[src/rtl/sdh_irq_pkg.sv]
// Package: shared bit positions for the SD host normal interrupt status word
// and the index map of the sampled level inputs. Assumes a 16-bit status word.
package sdh_irq_pkg;
    localparam int BIT_GAP  = 2;
    localparam int BIT_DMA  = 3;
    localparam int BIT_BWR  = 4;
    localparam int BIT_BRD  = 5;
    localparam int BIT_INS  = 6;
    localparam int BIT_REM  = 7;
    localparam int BIT_CARD = 8;

    localparam int E_CARD = 0;
    localparam int E_RD   = 1;
    localparam int E_WR   = 2;
    localparam int E_DAT  = 3;
    localparam int E_WACT = 4;
    localparam int EDGE_N = 5;
endpackage

[src/rtl/sdh_edge_det.sv]
// Module: sdh_edge_det
// Registers each input bit once and reports rising and falling edges as the
// difference between the current input and the previous sample.
// Assumes inputs are synchronous to clk. The previous sample resets to 0.
module sdh_edge_det #(
    parameter int N = 5
) (
    input  logic         clk,
    input  logic         rst_n,
    input  logic [N-1:0] sig_i,
    output logic [N-1:0] rise_o,
    output logic [N-1:0] fall_o
);
    logic [N-1:0] prev_q;

    // hold last sampled value of every input
    always_ff @(posedge clk) begin
        if (!rst_n) prev_q <= '0;
        else        prev_q <= sig_i;
    end

    for (genvar i = 0; i < N; i++) begin : g_edge
        assign rise_o[i] =  sig_i[i] & ~prev_q[i];
        assign fall_o[i] = ~sig_i[i] &  prev_q[i];
    end


    edge_excl_chk: assert property (@(posedge clk) disable iff (!rst_n)
        (rise_o != '0) |=> (prev_q & $past(rise_o)) == $past(rise_o));
endmodule

[src/rtl/sdh_dma_qual.sv]
// Module: sdh_dma_qual
// Qualifies DMA interrupt events. Once a transfer-complete pulse is seen, DMA
// events are blocked until a new transfer starts.
// Assumes xfer_done wins over xfer_start when both pulse together.
module sdh_dma_qual (
    input  logic clk,
    input  logic rst_n,
    input  logic sdma_i,
    input  logic adma_i,
    input  logic done_i,
    input  logic start_i,
    output logic evt_o
);
    logic done_seen_q;
    logic blocked;

    // remember that the current transfer has completed
    always_ff @(posedge clk) begin
        if (!rst_n)       done_seen_q <= 1'b0;
        else if (done_i)  done_seen_q <= 1'b1;
        else if (start_i) done_seen_q <= 1'b0;
    end

    // block events after completion; a new start re-arms at once
    always_comb begin
        blocked = done_i | (done_seen_q & ~start_i);
        evt_o   = (sdma_i | adma_i) & ~blocked;
    end


    done_mem_chk: assert property (@(posedge clk) disable iff (!rst_n)
        done_i |=> done_seen_q);
endmodule

[src/rtl/sdh_card_irq.sv]
// Module: sdh_card_irq
// Picks the card interrupt source (DAT1 or one of PIN_N dedicated pins) and
// latches it at level while enabled. Dropping the enable clears the latch.
// Assumes active-high, already synchronised sources. Select 0 means DAT1.
module sdh_card_irq #(
    parameter int PIN_N = 3,
    parameter int SEL_W = 3
) (
    input  logic             clk,
    input  logic             rst_n,
    input  logic             dat1_i,
    input  logic [PIN_N-1:0] pins_i,
    input  logic [SEL_W-1:0] sel_i,
    input  logic             en_i,
    output logic             latch_o
);
    logic src;
    logic lat_q;

    // decode the selected interrupt source; unused codes give 0
    always_comb begin
        src = 1'b0;
        if (sel_i == '0) src = dat1_i;
        for (int k = 0; k < PIN_N; k++) begin
            if (sel_i == SEL_W'(k + 1)) src = pins_i[k];
        end
    end

    // level latch, cleared only by removing the enable
    always_ff @(posedge clk) begin
        if (!rst_n)     lat_q <= 1'b0;
        else if (!en_i) lat_q <= 1'b0;
        else if (src)   lat_q <= 1'b1;
    end

    assign latch_o = lat_q;


    card_hold_chk: assert property (@(posedge clk) disable iff (!rst_n)
        (en_i && latch_o) |=> latch_o);

    card_drop_chk: assert property (@(posedge clk) disable iff (!rst_n)
        !en_i |=> !latch_o);
endmodule

[src/rtl/sdh_irq_status.sv]
// Module: sdh_irq_status (top)
// Normal interrupt status word of an SD host controller. It collects edge and
// pulse events into sticky write-one-to-clear bits 2..7, adds a read-only
// level-latched card interrupt at bit 8 and drives one masked interrupt request.
// Assumes all inputs are synchronous to clk. A set event beats a clear on the
// same bit.
module sdh_irq_status
    import sdh_irq_pkg::*;
#(
    parameter int ST_W  = 16,
    parameter int PIN_N = 3,
    parameter int SEL_W = 3
) (
    input  logic             clk,
    input  logic             rst_n,
    input  logic             card_present,
    input  logic             rd_buf_en,
    input  logic             wr_buf_en,
    input  logic             tuning_active,
    input  logic             tune_cmd_done,
    input  logic             sdma_boundary,
    input  logic             adma_desc_int,
    input  logic             xfer_done,
    input  logic             xfer_start,
    input  logic             gap_stop_req,
    input  logic             xfer_is_read,
    input  logic             dat_active,
    input  logic             wr_active,
    input  logic             dat1_irq,
    input  logic [PIN_N-1:0] irq_pins,
    input  logic [SEL_W-1:0] irq_pin_sel,
    input  logic [ST_W-1:0]  stat_en,
    input  logic [ST_W-1:0]  sig_en,
    input  logic             wr_en,
    input  logic [ST_W-1:0]  wr_data,
    output logic [ST_W-1:0]  status,
    output logic             irq
);
    localparam logic [ST_W-1:0] W1C_MASK =
        ST_W'(((1 << (BIT_REM + 1)) - 1) & ~((1 << BIT_GAP) - 1));

    logic [EDGE_N-1:0] lvl_in, lvl_rise, lvl_fall;
    logic [ST_W-1:0]   set_raw, set_gated, clr_vec, ev_q;
    logic              dma_evt, card_lat, gap_edge;

    assign lvl_in = {wr_active, dat_active, wr_buf_en, rd_buf_en, card_present};

    sdh_edge_det #(.N(EDGE_N)) u_edge (
        .clk(clk), .rst_n(rst_n), .sig_i(lvl_in),
        .rise_o(lvl_rise), .fall_o(lvl_fall)
    );

    sdh_dma_qual u_dma (
        .clk(clk), .rst_n(rst_n), .sdma_i(sdma_boundary), .adma_i(adma_desc_int),
        .done_i(xfer_done), .start_i(xfer_start), .evt_o(dma_evt)
    );

    sdh_card_irq #(.PIN_N(PIN_N), .SEL_W(SEL_W)) u_card (
        .clk(clk), .rst_n(rst_n), .dat1_i(dat1_irq), .pins_i(irq_pins),
        .sel_i(irq_pin_sel), .en_i(stat_en[BIT_CARD]), .latch_o(card_lat)
    );

    // gather the raw set events for each sticky bit
    always_comb begin
        gap_edge = gap_stop_req &
                   (xfer_is_read ? lvl_fall[E_DAT] : lvl_fall[E_WACT]);
        set_raw           = '0;
        set_raw[BIT_INS]  = lvl_rise[E_CARD];
        set_raw[BIT_REM]  = lvl_fall[E_CARD];
        set_raw[BIT_BRD]  = lvl_rise[E_RD] | (tuning_active & tune_cmd_done);
        set_raw[BIT_BWR]  = lvl_rise[E_WR];
        set_raw[BIT_DMA]  = dma_evt;
        set_raw[BIT_GAP]  = gap_edge;
        set_gated = set_raw & stat_en & W1C_MASK;
        clr_vec   = (wr_en ? wr_data : '0) & W1C_MASK;
    end

    // sticky bits: clear by write-one, set wins over clear
    always_ff @(posedge clk) begin
        if (!rst_n) ev_q <= '0;
        else        ev_q <= ((ev_q & ~clr_vec) | set_gated) & W1C_MASK;
    end

    // merge the card interrupt latch and drive the request
    always_comb begin
        status = ev_q | (ST_W'(card_lat) << BIT_CARD);
        irq    = |(status & sig_en);
    end


    ins_set_chk: assert property (@(posedge clk) disable iff (!rst_n)
        (stat_en[BIT_INS] && lvl_rise[E_CARD]) |=> status[BIT_INS]);

    dma_after_done_chk: assert property (@(posedge clk) disable iff (!rst_n)
        (xfer_done && !status[BIT_DMA]) |=> !status[BIT_DMA]);

    gap_no_req_chk: assert property (@(posedge clk) disable iff (!rst_n)
        (!gap_stop_req && !status[BIT_GAP]) |=> !status[BIT_GAP]);

    set_wins_chk: assert property (@(posedge clk) disable iff (!rst_n)
        (wr_en && wr_data[BIT_BWR] && stat_en[BIT_BWR] && lvl_rise[E_WR])
        |=> status[BIT_BWR]);

    no_sig_no_irq_chk: assert property (@(posedge clk) disable iff (!rst_n)
        (sig_en == '0) |-> !irq);
endmodule

[config.mk]
export PLATFORM = sky130hd
export DESIGN_NAME = sdh_irq_status
export DESIGN_NICKNAME = d
export VERILOG_FILES = /design/src/rtl/sdh_irq_pkg.sv /design/src/rtl/sdh_edge_det.sv /design/src/rtl/sdh_dma_qual.sv /design/src/rtl/sdh_card_irq.sv /design/src/rtl/sdh_irq_status.sv
export SDC_FILE = /design/constraint.sdc
export NUM_CORES = 1
export LEC_CHECK = 0
export BUFFER_PORTS_ARGS = -buffer_cell sky130_fd_sc_hd__buf_4
export CAP_MARGIN = 10
export CORE_MARGIN = 3
export CORE_UTILIZATION = 29
export DETAILED_ROUTE_END_ITERATION = 16
export PLACE_DENSITY_LB_ADDON = 0.3
export SYNTH_ARGS = -nofsm -noshare
export SYNTH_HDL_FRONTEND = slang
export SYNTH_SLANG_ARGS = --single-unit
export TNS_END_PERCENT = 30
[constraint.sdc]
create_clock -name clk -period 1 [get_ports clk]
set_input_delay 0 -clock clk [delete_from_list [all_inputs] [get_ports clk]]
set_output_delay 0 -clock clk [all_outputs]
set_load 0.01 [all_outputs]
==> After elaboration in Yosys (flattened, before gate mapping) <==
Index checks and enable logic that the tools add are counted.
{ "totals": {"regBits": 13, "latchBits": 0, "ram_bits": 0, "romBits": 0, "out_inout_bits": 17, "elab_cells": 46, "n_memories": 0} }
{ "classes": {"add_sub_neg": 0, "multipliers": 0, "div_mod_pow": 0, "n_lt_le_gt_ge": 0, "eq_ne": 3, "n_shift": 0, "n_mux": 8, "n_bitwise": 27, "n_reduce_logical": 4} }
{ "op_table": {"columns": ["cell", "n"], "rows": [
  ["$and A16 B16 Y16", 1],
  ["$and A8 B8 Y8", 2],
  ["$reduce_or A16 Y1", 1],
  ["$and A1 B1 Y1", 10],
  ["$or A8 B9 Y9", 1],
  ["$mux W8", 1],
  ["$not A1 Y1", 8],
  ["$not A8 Y8", 1],
  ["$or A8 B8 Y8", 1],
  ["$mux W1", 7],
  ["$eq A3 B2 Y1 const B", 2],
  ["$eq A3 B1 Y1 const B", 1],
  ["$logic_not A3 Y1", 1],
  ["$or A1 B1 Y1", 3],
  ["$reduce_and A2 Y1", 1],
  ["$reduce_bool A2 Y1", 1]
]} }

==> Depth between registers and ports, before layout <==
{ "logic_depth": {"ltp_word": 7, "ltp_mapped": 3} }

==> Hierarchy <==
A second synthesis with hierarchy kept.
{ "unflattened": {"cells_unflattened": 72, "hier_area_um2": 678.2} }
{ "modules_own_cells": {"columns": ["mod", "n_inst", "cells_each", "area_each_um2"], "rows": [
  ["sdh_irq_status", 1, 41, 370.4],
  ["sdh_edge_det", 1, 20, 193.9],
  ["sdh_card_irq", 1, 6, 58.8],
  ["sdh_dma_qual", 1, 5, 55.1]
]} }

==> Worst setup path before layout <==
OpenSTA, ideal clock, no wires.
{ "synth_timing": {"kind": "register to output", "startpoint": "reg ev_q[6]", "endpoint": "out irq", "arrival_ns": 0.811, "t_required_ns": 1.000, "path_slack_ns": 0.189, "path_stages_with_launch": 3, "path_buffers": 0, "cell_sequence": "dfxtp_1 -> a222oi_1 -> nand3_1"} }
{ "synth_between": {"elab_chain_cells": 3} }
{ "synth_lines": {"columns": ["item", "line", "source"], "rows": [
  ["start: declaration", "sdh_irq_status.sv:43", "logic [ST_W-1:0] set_raw, set_gated, clr_vec, ev_q;"],
  ["start signal: assignment", "sdh_irq_status.sv:81", "else ev_q <= ((ev_q & ~clr_vec) | set_gated) & W1C_MASK;"],
  ["$or A8 B9 Y9", "sdh_irq_status.sv:86", "status = ev_q | (ST_W'(card_lat) << BIT_CARD);"],
  ["$and A16 B16 Y16", "sdh_irq_status.sv:87", "irq = |(status & sig_en);"],
  ["$reduce_or A16 Y1", "sdh_irq_status.sv:87", null],
  ["end: declaration", "sdh_irq_status.sv:37", "output logic irq"]
]} }
No other way between the ends.

==> Worst setup path in the final report <==
Ends and elaborated chain as after synthesis.

==> results.py <==
metrics = {
    "routing": {
        "drt-pass1-iter-count": 4,
        "drc": 0,
        "drt_iter0_drc": 2,
        "vias": 690,
        "routed_wl_mm": 1.772,
        "ant_nets": 0,
        "vias_per_cell": 4.313,
        "wl_per_cell_um": 11.08,
    },
    "cts": {
        "clk_latency_ps": 270,
        "clock-sinks": 13,
        "clockBufferDepth": 2,
        "cts_root_buffer": "clkbuf_4",
        "cts_tree": "done",
        "clk_pin_slew_ps": 80,
        "cts-buffers-inserted": 3,
        "ctsHtreeMaxLevel": 1,
    },
    "layout": {
        "final_cells": 160,
        "area_delta_synth_final_pct": 85.13,
        "fillerInstances": 197,
        "register_area_um2": 262.8,
        "drive_above_1_share": 0.4361,
        "fin_nets": 205,
        "utilization": 0.5739,
        "multi_input_area_um2": 296.5,
        "antenna_cells": 0,
    },
    "place": {
        "io_buffer_count": 50,
        "post-dp-hpwl_mm": 1.323,
        "place_congestion": 0.6406,
        "post-place-ws_ps": 44.71,
        "place_inst": 142,
    },
    "die": {
        "num_io_pins": 88,
        "die_x_um": 52.03,
        "rows": 16,
        "dieArea_um2": 2707,
        "initial_core_util": 0.3100,
        "die_h_um": 52.03,
        "coreArea_um2": 1982,
    },
    "synthesis": {
        "yosysSeqAreaShare": 0.4236,
        "syn_avg_cell_area_um2": 9.034,
        "yosysUniqueCellTypes": 23,
        "syn_inst": 68,
        "synth_warnings": 0,
        "syn-cell-area_um2": 614.3,
        "synth.ff_latch_count": 13,
    },
    "global_routing": {
        "grt_antenna_before_repair": 0,
        "grt_pass1_vias": 690,
        "grt-ovfl-total": 0,
        "track_usage": 0.1352,
        "grt_start_max_net_pins": 15,
        "grt_pass1_wl_mm": 2.704,
    },
    "timing": {
        "max_freq_mhz": 845.8,
        "drv_slew": 0,
        "fin_crit_sh": 1.182,
        "rsz0062_at_grt": "true",
        "setup_viol": 1,
        "clock-skew-final_ps": 2.729,
        "finalWorstSetupSlack_ps": -182.3,
        "whs_ps": 12.18,
        "fin_crit_ps": 1182,
        "hold_viol": 0,
    },
    "setup_path": {
        "worstSetupStartpoint": "ev_q[6]",
        "reg2reg_from": "u_dma.done_seen_q",
        "cp-end-kind": "primary output",
        "cp_max_fo": 2,
        "start_kind": "flip-flop",
        "criticalPathCategory": "flip-flop to primary output",
        "worstPathArrival_ps": 1180,
        "ff2ff_path_depth": 3,
        "required_ps": 1000,
    },
    "min_path": {
        "min_path_type": "input port to flip-flop",
        "min_path_cells": 3,
        "min_from": "stat_en[7]",
    },
    "status": {
        "status": "complete, but fails checks",
        "violations": "setup timing",
    },
    "pwr": {
        "powerDensity_nw_per_um2": 1048,
        "peakVddDrop_v": 0.0006563,
        "total_power_mw": 1.192,
        "leakagePower_nw": 0.5497,
    },
    "flow_run": {
        "maxCapViolCount": 0,
    },
}
[cell type report]
| type | count | area share |
|---|---|---|
| Inverter | 2 | 0.006601 |
| Sequential cell | 13 | 0.2310 |
| Multi-Input combinational cell | 50 | 0.2607 |
| Timing Repair Buffer | 64 | 0.4488 |
| Tap cell | 27 | 0.02970 |
| Clock buffer | 4 | 0.02310 |
[path summary, 6_finish.rpt]
check             endpoint  slack [ps]
setup / recovery       irq        -180
hold / removal     ev_q[7]          10
setup reg to reg   ev_q[3]         190
hold reg to reg    ev_q[5]         490
[worst max-delay path: stages (launching register included)]
cell and delay (ps):
dfxtp_2 330, a222oi_1 310, nand3_1 110, buf_4 160
[cell usage after synthesis]
| cell | count | share of area |
|---|---|---|
| a21boi_0 | 3 | 0.037 |
| a21oi_1 | 1 | 0.0081 |
| a222oi_1 | 1 | 0.016 |
| a22oi_1 | 2 | 0.024 |
| a31oi_1 | 1 | 0.010 |
| a32o_1 | 2 | 0.033 |
| and2_0 | 1 | 0.010 |
| and2_1 | 5 | 0.051 |
| buf_2 | 1 | 0.0081 |
| buf_4 | 10 | 0.12 |
| conb_1 | 1 | 0.0061 |
| dfxtp_1 | 13 | 0.42 |
| inv_1 | 2 | 0.012 |
| mux4_2 | 1 | 0.037 |
| nand2_1 | 8 | 0.049 |
| nand3_1 | 3 | 0.024 |
| nand3b_1 | 1 | 0.012 |
| nor2_1 | 1 | 0.0061 |
| nor2b_1 | 4 | 0.041 |
| nor3_1 | 1 | 0.0081 |
| nor3b_1 | 1 | 0.012 |
| o21a_1 | 2 | 0.024 |
| o21ai_0 | 3 | 0.024 |
[flip-flops by register name, indices dropped and copies added (netlist names)]
signal             flops
u_card.latch_o         1
u_dma.done_seen_q      1
ev_q                   6
u_edge.prev_q          5
[logic make-up after synthesis]
logic type / share of synthesized area
AOI/OAI and AO/OA: 0.1772
other: 0.006104
DFF: 0.4236
buffers and inverters: 0.1426
muxes: 0.03666
and+or+nand+nor: 0.2138
[through the flow]
stage	setup TNS, ps	instance area (um^2)
6_report	-182.3	1137
3_5_place_dp	0	973.4
2_1_floorplan	0	644.4
5_1_grt	-279.9	1137
4_1_cts	-230.0	1137
3_3_place_gp	0	973.4
[report_power, final]
group,total [mW],internal (mW),switching (mW)
logic,0.304,0.203,0.102
clock network,0.328,0.154,0.174
registers,0.559,0.546,0.0136
total,1.19,0.903,0.289
[layout by cell type (no fill, tap or decap), drive strengths merged]
master	count
a21boi	3
a21oi	1
a222oi	1
a22oi	2
a31oi	1
a32o	2
and2	6
buf	52
clkbuf	4
conb	9
dfxtp	13
dlygate4sd3	12
inv	2
mux4	1
nand2	8
nand3	3
nand3b	1
nor2	1
nor2b	4
nor3	1
nor3b	1
o21a	2
o21ai	3
[per-layer routing]
metal  track usage  wire length, um  part of all wire  vias up
li1              -                -                 -      347
met1        0.1309              642              0.36      307
met2        0.2636              980              0.55       34
met3       0.02865              140             0.079        2
met4       0.06550                8            0.0045        0
met5             0                0                 0        -
[timing repair]
item                                   CTS  global route
endpoints found under the hold margin   10             0
setup buffers                            2             0
pin swaps                                2             2
gates resized for setup                  2             0
hold buffers                            12             0
setup endpoints to repair                1             1
(Power assumes the default switching activity.)
